==> src/rtl/dcoif_pkg.sv <==
package dcoif_pkg;

  // Word index = haddr[7:2]
  localparam int unsigned IDX_W     = 6;
  localparam logic [IDX_W-1:0] IDX_DIV   = 6'h00;  // 0x00
  localparam logic [IDX_W-1:0] IDX_DMODE = 6'h01;  // 0x04
  localparam logic [IDX_W-1:0] IDX_STAT  = 6'h02;  // 0x08
  localparam logic [IDX_W-1:0] IDX_OMODE = 6'h04;  // 0x10
  localparam logic [IDX_W-1:0] IDX_CW    = 6'h05;  // 0x14

  localparam int unsigned DATA_W = 32;

  // Control-word field split
  localparam int unsigned CW_COARSE_LSB = 19;
  localparam int unsigned CW_COARSE_W   = 9;
  localparam int unsigned CW_COARSE_MSB = CW_COARSE_LSB + CW_COARSE_W - 1;
  localparam int unsigned CW_FINE_W     = DATA_W - CW_COARSE_W;

  typedef enum logic [1:0] {
    TR_IDLE   = 2'b00,
    TR_BUSY   = 2'b01,
    TR_NONSEQ = 2'b10,
    TR_SEQ    = 2'b11
  } htrans_e;

  localparam logic [1:0] RESP_OKAY = 2'b00;

endpackage

==> src/rtl/dcoif_addr_stage.sv <==
module dcoif_addr_stage
  import dcoif_pkg::*;
#(
  parameter int unsigned ADDR_W = 32
) (
  input  logic              clk,
  input  logic              rst_n,
  input  logic              sel_i,
  input  logic              ready_i,
  input  logic [ADDR_W-1:0] addr_i,
  input  logic              write_i,
  input  logic [1:0]        trans_i,
  output logic              wr_q_o,
  output logic              rd_q_o,
  output logic [IDX_W-1:0]  idx_q_o
);

  logic             accept;
  logic             wr_d, rd_d;
  logic [IDX_W-1:0] idx_d;
  logic             wr_q, rd_q;
  logic [IDX_W-1:0] idx_q;

  // Only NONSEQ and SEQ carry data; trans_i[1] marks both
  always_comb begin
    accept = sel_i && ready_i && trans_i[1];
    wr_d   = accept && write_i;
    rd_d   = accept && !write_i;
    idx_d  = accept ? addr_i[IDX_W+1:2] : idx_q;
  end

  always_ff @(posedge clk or negedge rst_n) begin
    if (!rst_n) begin
      wr_q  <= 1'b0;
      rd_q  <= 1'b0;
      idx_q <= '0;
    end else begin
      wr_q  <= wr_d;
      rd_q  <= rd_d;
      idx_q <= idx_d;
    end
  end

  assign wr_q_o  = wr_q;
  assign rd_q_o  = rd_q;
  assign idx_q_o = idx_q;


  accept_wr_chk: assert property (@(posedge clk) disable iff (!rst_n)
    (sel_i && ready_i && (trans_i == TR_NONSEQ || trans_i == TR_SEQ) && write_i) |=> wr_q);


  reject_chk: assert property (@(posedge clk) disable iff (!rst_n)
    (!sel_i || !ready_i || trans_i == TR_IDLE || trans_i == TR_BUSY) |=> (!wr_q && !rd_q));


  one_dir_chk: assert property (@(posedge clk) disable iff (!rst_n)
    $onehot0({wr_q, rd_q}));

endmodule

==> src/rtl/dcoif_ctrl_regs.sv <==
module dcoif_ctrl_regs
  import dcoif_pkg::*;
#(
  parameter int unsigned DIV_W = 8
) (
  input  logic              clk,
  input  logic              rst_n,
  input  logic              wr_i,
  input  logic [IDX_W-1:0]  idx_i,
  input  logic [DATA_W-1:0] wdata_i,
  output logic [DATA_W-1:0] cw_o,
  output logic              omode_o,
  output logic [DIV_W-1:0]  div_o,
  output logic              dmode_o
);

  logic [DATA_W-1:0] cw_q, cw_d;
  logic              om_q, om_d;
  logic [DIV_W-1:0]  div_q, div_d;
  logic              dm_q, dm_d;
  logic              en_cw, en_om, en_div, en_dm;

  always_comb begin
    en_cw  = wr_i && (idx_i == IDX_CW);
    en_om  = wr_i && (idx_i == IDX_OMODE);
    en_div = wr_i && (idx_i == IDX_DIV);
    en_dm  = wr_i && (idx_i == IDX_DMODE);
    cw_d   = en_cw  ? wdata_i             : cw_q;
    om_d   = en_om  ? wdata_i[0]          : om_q;
    div_d  = en_div ? wdata_i[DIV_W-1:0]  : div_q;
    dm_d   = en_dm  ? wdata_i[0]          : dm_q;
  end

  always_ff @(posedge clk or negedge rst_n) begin
    if (!rst_n) begin
      cw_q  <= '0;
      om_q  <= 1'b0;
      div_q <= '0;
      dm_q  <= 1'b0;
    end else begin
      cw_q  <= cw_d;
      om_q  <= om_d;
      div_q <= div_d;
      dm_q  <= dm_d;
    end
  end

  assign cw_o    = cw_q;
  assign omode_o = om_q;
  assign div_o   = div_q;
  assign dmode_o = dm_q;


  cw_load_chk: assert property (@(posedge clk) disable iff (!rst_n)
    (wr_i && idx_i == IDX_CW) |=> (cw_q == $past(wdata_i)));


  no_write_hold_chk: assert property (@(posedge clk) disable iff (!rst_n)
    !wr_i |=> ($stable(cw_q) && $stable(om_q) && $stable(div_q) && $stable(dm_q)));


  ro_write_hold_chk: assert property (@(posedge clk) disable iff (!rst_n)
    (wr_i && idx_i == IDX_STAT) |=> ($stable(cw_q) && $stable(div_q)));

endmodule

==> src/rtl/dcoif_err_capture.sv <==
module dcoif_err_capture
  import dcoif_pkg::*;
#(
  parameter int unsigned ERR_W = 16
) (
  input  logic              clk,
  input  logic              rst_n,
  input  logic              valid_i,
  input  logic [ERR_W-1:0]  err_i,
  input  logic              lead_i,
  output logic [DATA_W-1:0] stat_o
);

  localparam int unsigned PAD_W = DATA_W - 1 - ERR_W;

  logic [DATA_W-1:0] stat_q, stat_d;

  always_comb begin
    stat_d = valid_i ? {lead_i, {PAD_W{1'b0}}, err_i} : stat_q;
  end

  always_ff @(posedge clk or negedge rst_n) begin
    if (!rst_n) stat_q <= '0;
    else        stat_q <= stat_d;
  end

  assign stat_o = stat_q;


  stat_load_chk: assert property (@(posedge clk) disable iff (!rst_n)
    valid_i |=> (stat_q[DATA_W-1] == $past(lead_i) && stat_q[ERR_W-1:0] == $past(err_i)));


  stat_hold_chk: assert property (@(posedge clk) disable iff (!rst_n)
    !valid_i |=> $stable(stat_q));

endmodule

==> src/rtl/dco_ahb_regif.sv <==
module dco_ahb_regif
  import dcoif_pkg::*;
#(
  parameter int unsigned ADDR_W = 32,
  parameter int unsigned DIV_W  = 8,
  parameter int unsigned ERR_W  = 16
) (
  input  logic              hclk,
  input  logic              hresetn,
  input  logic              hsel,
  input  logic [ADDR_W-1:0] haddr,
  input  logic              hwrite,
  input  logic [1:0]        htrans,
  input  logic [31:0]       hwdata,
  input  logic              hreadyin,
  output logic [31:0]       hrdata,
  output logic              hreadyout,
  output logic [1:0]        hresp,
  output logic [8:0]        dco_coarse,
  output logic [22:0]       dco_fine,
  output logic              dco_track,
  output logic [DIV_W-1:0]  det_div,
  output logic              det_track,
  input  logic [ERR_W-1:0]  det_err,
  input  logic              det_lead,
  input  logic              det_valid
);

  logic             wr_q, rd_q;
  logic [IDX_W-1:0] idx_q;
  logic [31:0]      cw;
  logic             om, dm;
  logic [DIV_W-1:0] div;
  logic [31:0]      stat;
  logic [31:0]      rd_sel;

  dcoif_addr_stage #(.ADDR_W(ADDR_W)) i_addr (
    .clk     (hclk),
    .rst_n   (hresetn),
    .sel_i   (hsel),
    .ready_i (hreadyin),
    .addr_i  (haddr),
    .write_i (hwrite),
    .trans_i (htrans),
    .wr_q_o  (wr_q),
    .rd_q_o  (rd_q),
    .idx_q_o (idx_q)
  );

  dcoif_ctrl_regs #(.DIV_W(DIV_W)) i_regs (
    .clk     (hclk),
    .rst_n   (hresetn),
    .wr_i    (wr_q),
    .idx_i   (idx_q),
    .wdata_i (hwdata),
    .cw_o    (cw),
    .omode_o (om),
    .div_o   (div),
    .dmode_o (dm)
  );

  dcoif_err_capture #(.ERR_W(ERR_W)) i_cap (
    .clk     (hclk),
    .rst_n   (hresetn),
    .valid_i (det_valid),
    .err_i   (det_err),
    .lead_i  (det_lead),
    .stat_o  (stat)
  );

  // Data-phase read mux, driven from the captured word index
  always_comb begin
    rd_sel = '0;
    case (idx_q)
      IDX_CW:    rd_sel = cw;
      IDX_OMODE: rd_sel = {31'b0, om};
      IDX_DIV:   rd_sel = {{(32-DIV_W){1'b0}}, div};
      IDX_DMODE: rd_sel = {31'b0, dm};
      IDX_STAT:  rd_sel = stat;
      default:   rd_sel = '0;
    endcase
  end

  assign hrdata     = rd_q ? rd_sel : '0;
  assign hreadyout  = 1'b1;
  assign hresp      = RESP_OKAY;
  assign dco_coarse = cw[CW_COARSE_MSB:CW_COARSE_LSB];
  assign dco_fine   = {cw[31:CW_COARSE_MSB+1], cw[CW_COARSE_LSB-1:0]};
  assign dco_track  = om;
  assign det_div    = div;
  assign det_track  = dm;


  reset_clear_chk: assert property (@(posedge hclk)
    !hresetn |-> (dco_coarse == '0 && dco_fine == '0 && !dco_track && !det_track && det_div == '0));


  idle_rdata_chk: assert property (@(posedge hclk) disable iff (!hresetn)
    !(hsel && hreadyin && htrans[1] && !hwrite) |=> (hrdata == '0));


  mode_follow_chk: assert property (@(posedge hclk) disable iff (!hresetn)
    (wr_q && idx_q == IDX_OMODE) |=> (dco_track == $past(hwdata[0])));

endmodule

==> config.mk <==
export PLATFORM = sky130hd
export DESIGN_NAME = dco_ahb_regif
export DESIGN_NICKNAME = d
export VERILOG_FILES = /design/src/rtl/dcoif_pkg.sv /design/src/rtl/dcoif_addr_stage.sv /design/src/rtl/dcoif_ctrl_regs.sv /design/src/rtl/dcoif_err_capture.sv /design/src/rtl/dco_ahb_regif.sv
export SDC_FILE = /design/constraint.sdc
export NUM_CORES = 1
export LEC_CHECK = 0
export ABC_AREA = 1
export BUFFER_PORTS_ARGS = -buffer_cell sky130_fd_sc_hd__buf_2
export CORE_ASPECT_RATIO = 1.25
export CORE_MARGIN = 1.5
export CORE_UTILIZATION = 33
export CTS_BUF_LIST = sky130_fd_sc_hd__clkbuf_8
export CTS_CLUSTER_DIAMETER = 200
export DETAILED_ROUTE_END_ITERATION = 12
export PLACE_DENSITY = 0.63
export SYNTH_ARGS = -nofsm -noshare
export SYNTH_HDL_FRONTEND = slang
export SYNTH_SLANG_ARGS = --single-unit
==> constraint.sdc <==
create_clock -name hclk -period 1.6 [get_ports hclk]
set_clock_uncertainty 0.1 [all_clocks]
set_input_delay 0.32 -clock hclk [delete_from_list [all_inputs] [get_ports hclk]]
set_output_delay 0.32 -clock hclk [all_outputs]
set_load 0.005 [all_outputs]
==> results.md <==
- DRT Pass-1 Iters: 4
- Cells on worst reg2reg path: 9
- Pleak: about 2.5 nW
- Worst Path Buf+Inv: 2
- Synth warn: 0
- Final nets: ~630
- Hold Crit Depth: 2
- Worst-skew pair later-pin latency: approximately 0.35 ns
- Num CTS Buffers: 9
- Clk sinks: 67
- Power Total: 3.80 mW
- Syn avg cell area: 8.52 um^2
- Ys flop type: dfrtp_1
- Peak fanout along the critical path: 15
- DR DRC count: 0
- Die height: between 100 and 150 um
- DP HPWL: between 6000 and 7000 um
- R2R setup slack: -0.24 ns
- Final Slew Violations: 0
- Post-layout util: 0.483
- ANT nets after route: 0
- RSZ-0062 raised after global routing: true
- Register area share after synthesis: 0.522
- Yosys cell types: 25
- Worst EP required: roughly 1.2 ns
- Peak Freq: about 470 MHz
- Routed WL per cell: 13.0 um
- Tcrit/Tclk final: 1.32
- Worst hold path endpoint: i_addr.rd_q_o
- Routed vias/inst: 4.49
- # fillers: between 900 and 1k
- Worst setup path startpoint: i_addr.idx_q_o[0]
- Routability cong.: 0.784
- Clk buf depth: 2
- Max Cap Viol: 0
- Vias in the first global route: about 2.9k
- Buffers on Ports: 135
- Worst-path cell chain: nand2_2 > nor2_8 > buf_12 > nand3_1 > o21ai_1 > buf_2
- Sequential cell area: approximately 0.0017 mm^2
- Ports: roughly 170
- Worst Setup Start Kind: register
- Worst Setup Slack, final: -0.517 ns
- First-pass GRT wire length: approximately 14000 um
- CTS tree: done
- Status: finished with violations
- Worst setup EP type: primary output
- Multi-input combinational cell area: around 0.0014 mm^2
- Mapped Cells: about 380
- Die area: 0.0103 mm^2
- Worst VDD drop: 0.437 mV
- Root Driver: clkbuf_8
- Worst path max stage delay: between 0.5 and 0.6 ns
- Initial antenna violation count: 0
- Setup TNS: -21.99 ns
- Final Critical Period: between 2 and 2.5 ns
- Hold Vio Cnt, Final: 0
- Pin count of the biggest net entering global routing: around 70
- Reg-to-Reg End: i_regs.cw_o[24]
- DRT Wirelength: between 8000 and 9000 um
- Via count: about 3k
- GRT overflow: 0
- Chip width: 91.3 um
- Final setup vio count: 64
- Starting Density: 0.336
- Share of cells above drive strength 1: 0.475
- Cell Area, Synth: ~0.0032 mm^2
- Ys async rst share: 1.00
- Synth Register Bits: between 60 and 70
- CP Class: reg2out
- Gr usage total: 0.170
- Hold crit path type: in2reg
- Row cnt: 40
- Hold Startpoint: hwrite
- DRT iter0 DRCs: slightly below 90
- Ant. Diodes: 0
- Slowest-stage cell, CP: dfrtp_1
- Failing checks: negative setup slack
- Area Growth Syn to Fin: 43.8%
- Clock transition at the registers of the reported paths: 0.07 ns
- Core Region: ~0.0096 mm^2
- Crit path max-delay family: flip-flops
- Pwr Density: 822 mW/mm^2
- FF-to-FF Start: i_addr.idx_q_o[0]
- Htree depth: 3
- Post-synth EDFFs: 0
- Crit path arrival time: ~1.7 ns
==> layout make-up <==
| type | instances | share of cell area |
|---|---|---|
| Sequential cell | 67 | 0.363 |
| Timing Repair Buffer | 165 | 0.212 |
| Tap cell | 126 | 0.0341 |
| Clock inverter | 4 | 0.00921 |
| Clock buffer | 11 | 0.0328 |
| Multi-Input combinational cell | 243 | 0.306 |
| Inverter | 50 | 0.0412 |
| Timing Repair inverter | 1 | 0.00163 |
==> cell usage after synthesis (2+ instances only) <==
master	number	area share
a21oi_1	16	0.025
a21oi_2	5	0.014
buf_1	2	0.0023
buf_2	5	0.0078
buf_4	5	0.012
buf_6	4	0.014
clkbuf_1	3	0.0035
conb_1	2	0.0023
dfrtp_1	67	0.52
inv_1	46	0.054
inv_2	4	0.0047
mux2_2	9	0.032
nand2_1	75	0.088
nand2_2	4	0.0078
nand2_4	2	0.0070
nand3_1	33	0.051
nand4_1	2	0.0039
nor2_1	51	0.060
nor2_2	2	0.0039
nor2_8	2	0.012
o21ai_0	16	0.025
o21ai_1	10	0.016
o21ai_2	10	0.027
==> per-layer routing <==
metal | GRT usage | up-vias | routed length (um)
met2 | 0.299 | 108 | 4390
met3 | 0.0269 | 17 | 480
met5 | 0 | - | 0
li1 | - | 1496 | -
met1 | 0.199 | 1376 | 3570
met4 | 0.0833 | 0 | 208
==> per-stage QoR <==
| step | cells | area, um^2 | setup slack, ns | hold WS, ns |
|---|---|---|---|---|
| 2_1_floorplan | 378 | 3220 | 0.00744 | -0.0756 |
| 3_3_place_gp | 644 | 4150 | -0.177 | 0.266 |
| 3_5_place_dp | 644 | 4150 | -0.253 | 0.269 |
| 4_1_cts | 665 | 4510 | -0.526 | 0.0312 |
| 5_1_grt | 667 | 4620 | -0.611 | 0.0522 |
| 6_report | 667 | 4620 | -0.517 | 0.0503 |
==> where the power goes <==
part,internal (mW),switching (mW)
Combinational,0.238,0.269
Clock,0.783,0.624
Sequential,1.80,0.0869
==> cells in the final DEF (no fill, tap or decap), types with 8 or more instances in the layout <==
cell,n
buf_2,135
nand2_1,66
dfrtp_1,66
inv_1,48
nor2_1,29
nand3_1,27
buf_4,20
nor2_2,19
o21ai_1,16
a21oi_1,16
clkbuf_8,11
o21ai_2,10
o21ai_0,10
mux2_2,9
nand2_2,8
==> cell families (layout without fill, tap and decap cells) <==
group / after synthesis / after routing / share of synthesized area
muxes: 9 / 9 / 0.0315
and+or+nand+nor: 173 / 174 / 0.240
DFF: 67 / 67 / 0.522
buffers and inverters: 69 / 231 / 0.0977
other: 2 / 3 / 0.00234
AOI/OAI and AO/OA: 57 / 57 / 0.106
==> registers in the layout (all words and copies together) (netlist names) <==
signal and cells:
i_addr.rd_q_o 1, i_regs.cw_o 32, i_addr.idx_q_o 6, i_addr.wr_q_o 1, i_regs.omode_o 1, i_regs.dmode_o 1
i_cap.stat_o 17, i_regs.div_o 8
==> timing repair <==
item,4_1_cts,5_1_grt
pin swaps,6,2
cloned,2,0
setup buffers,3,2
hold buffers,1,0
endpoints found under the hold margin,67,0
setup endpoints to repair,42,64
gates resized for setup,33,28
==> worst max-delay path by stage <==
stage,to,slack [ns],cells past startpoint
floorplan,hrdata[12],0.007,5
global placement,hrdata[9],-0.18,6
detailed placement,hrdata[8],-0.25,6
CTS,hrdata[4],-0.53,8
global route,hrdata[4],-0.61,8
finish,hrdata[9],-0.52,6
(Power assumes the default switching activity.)
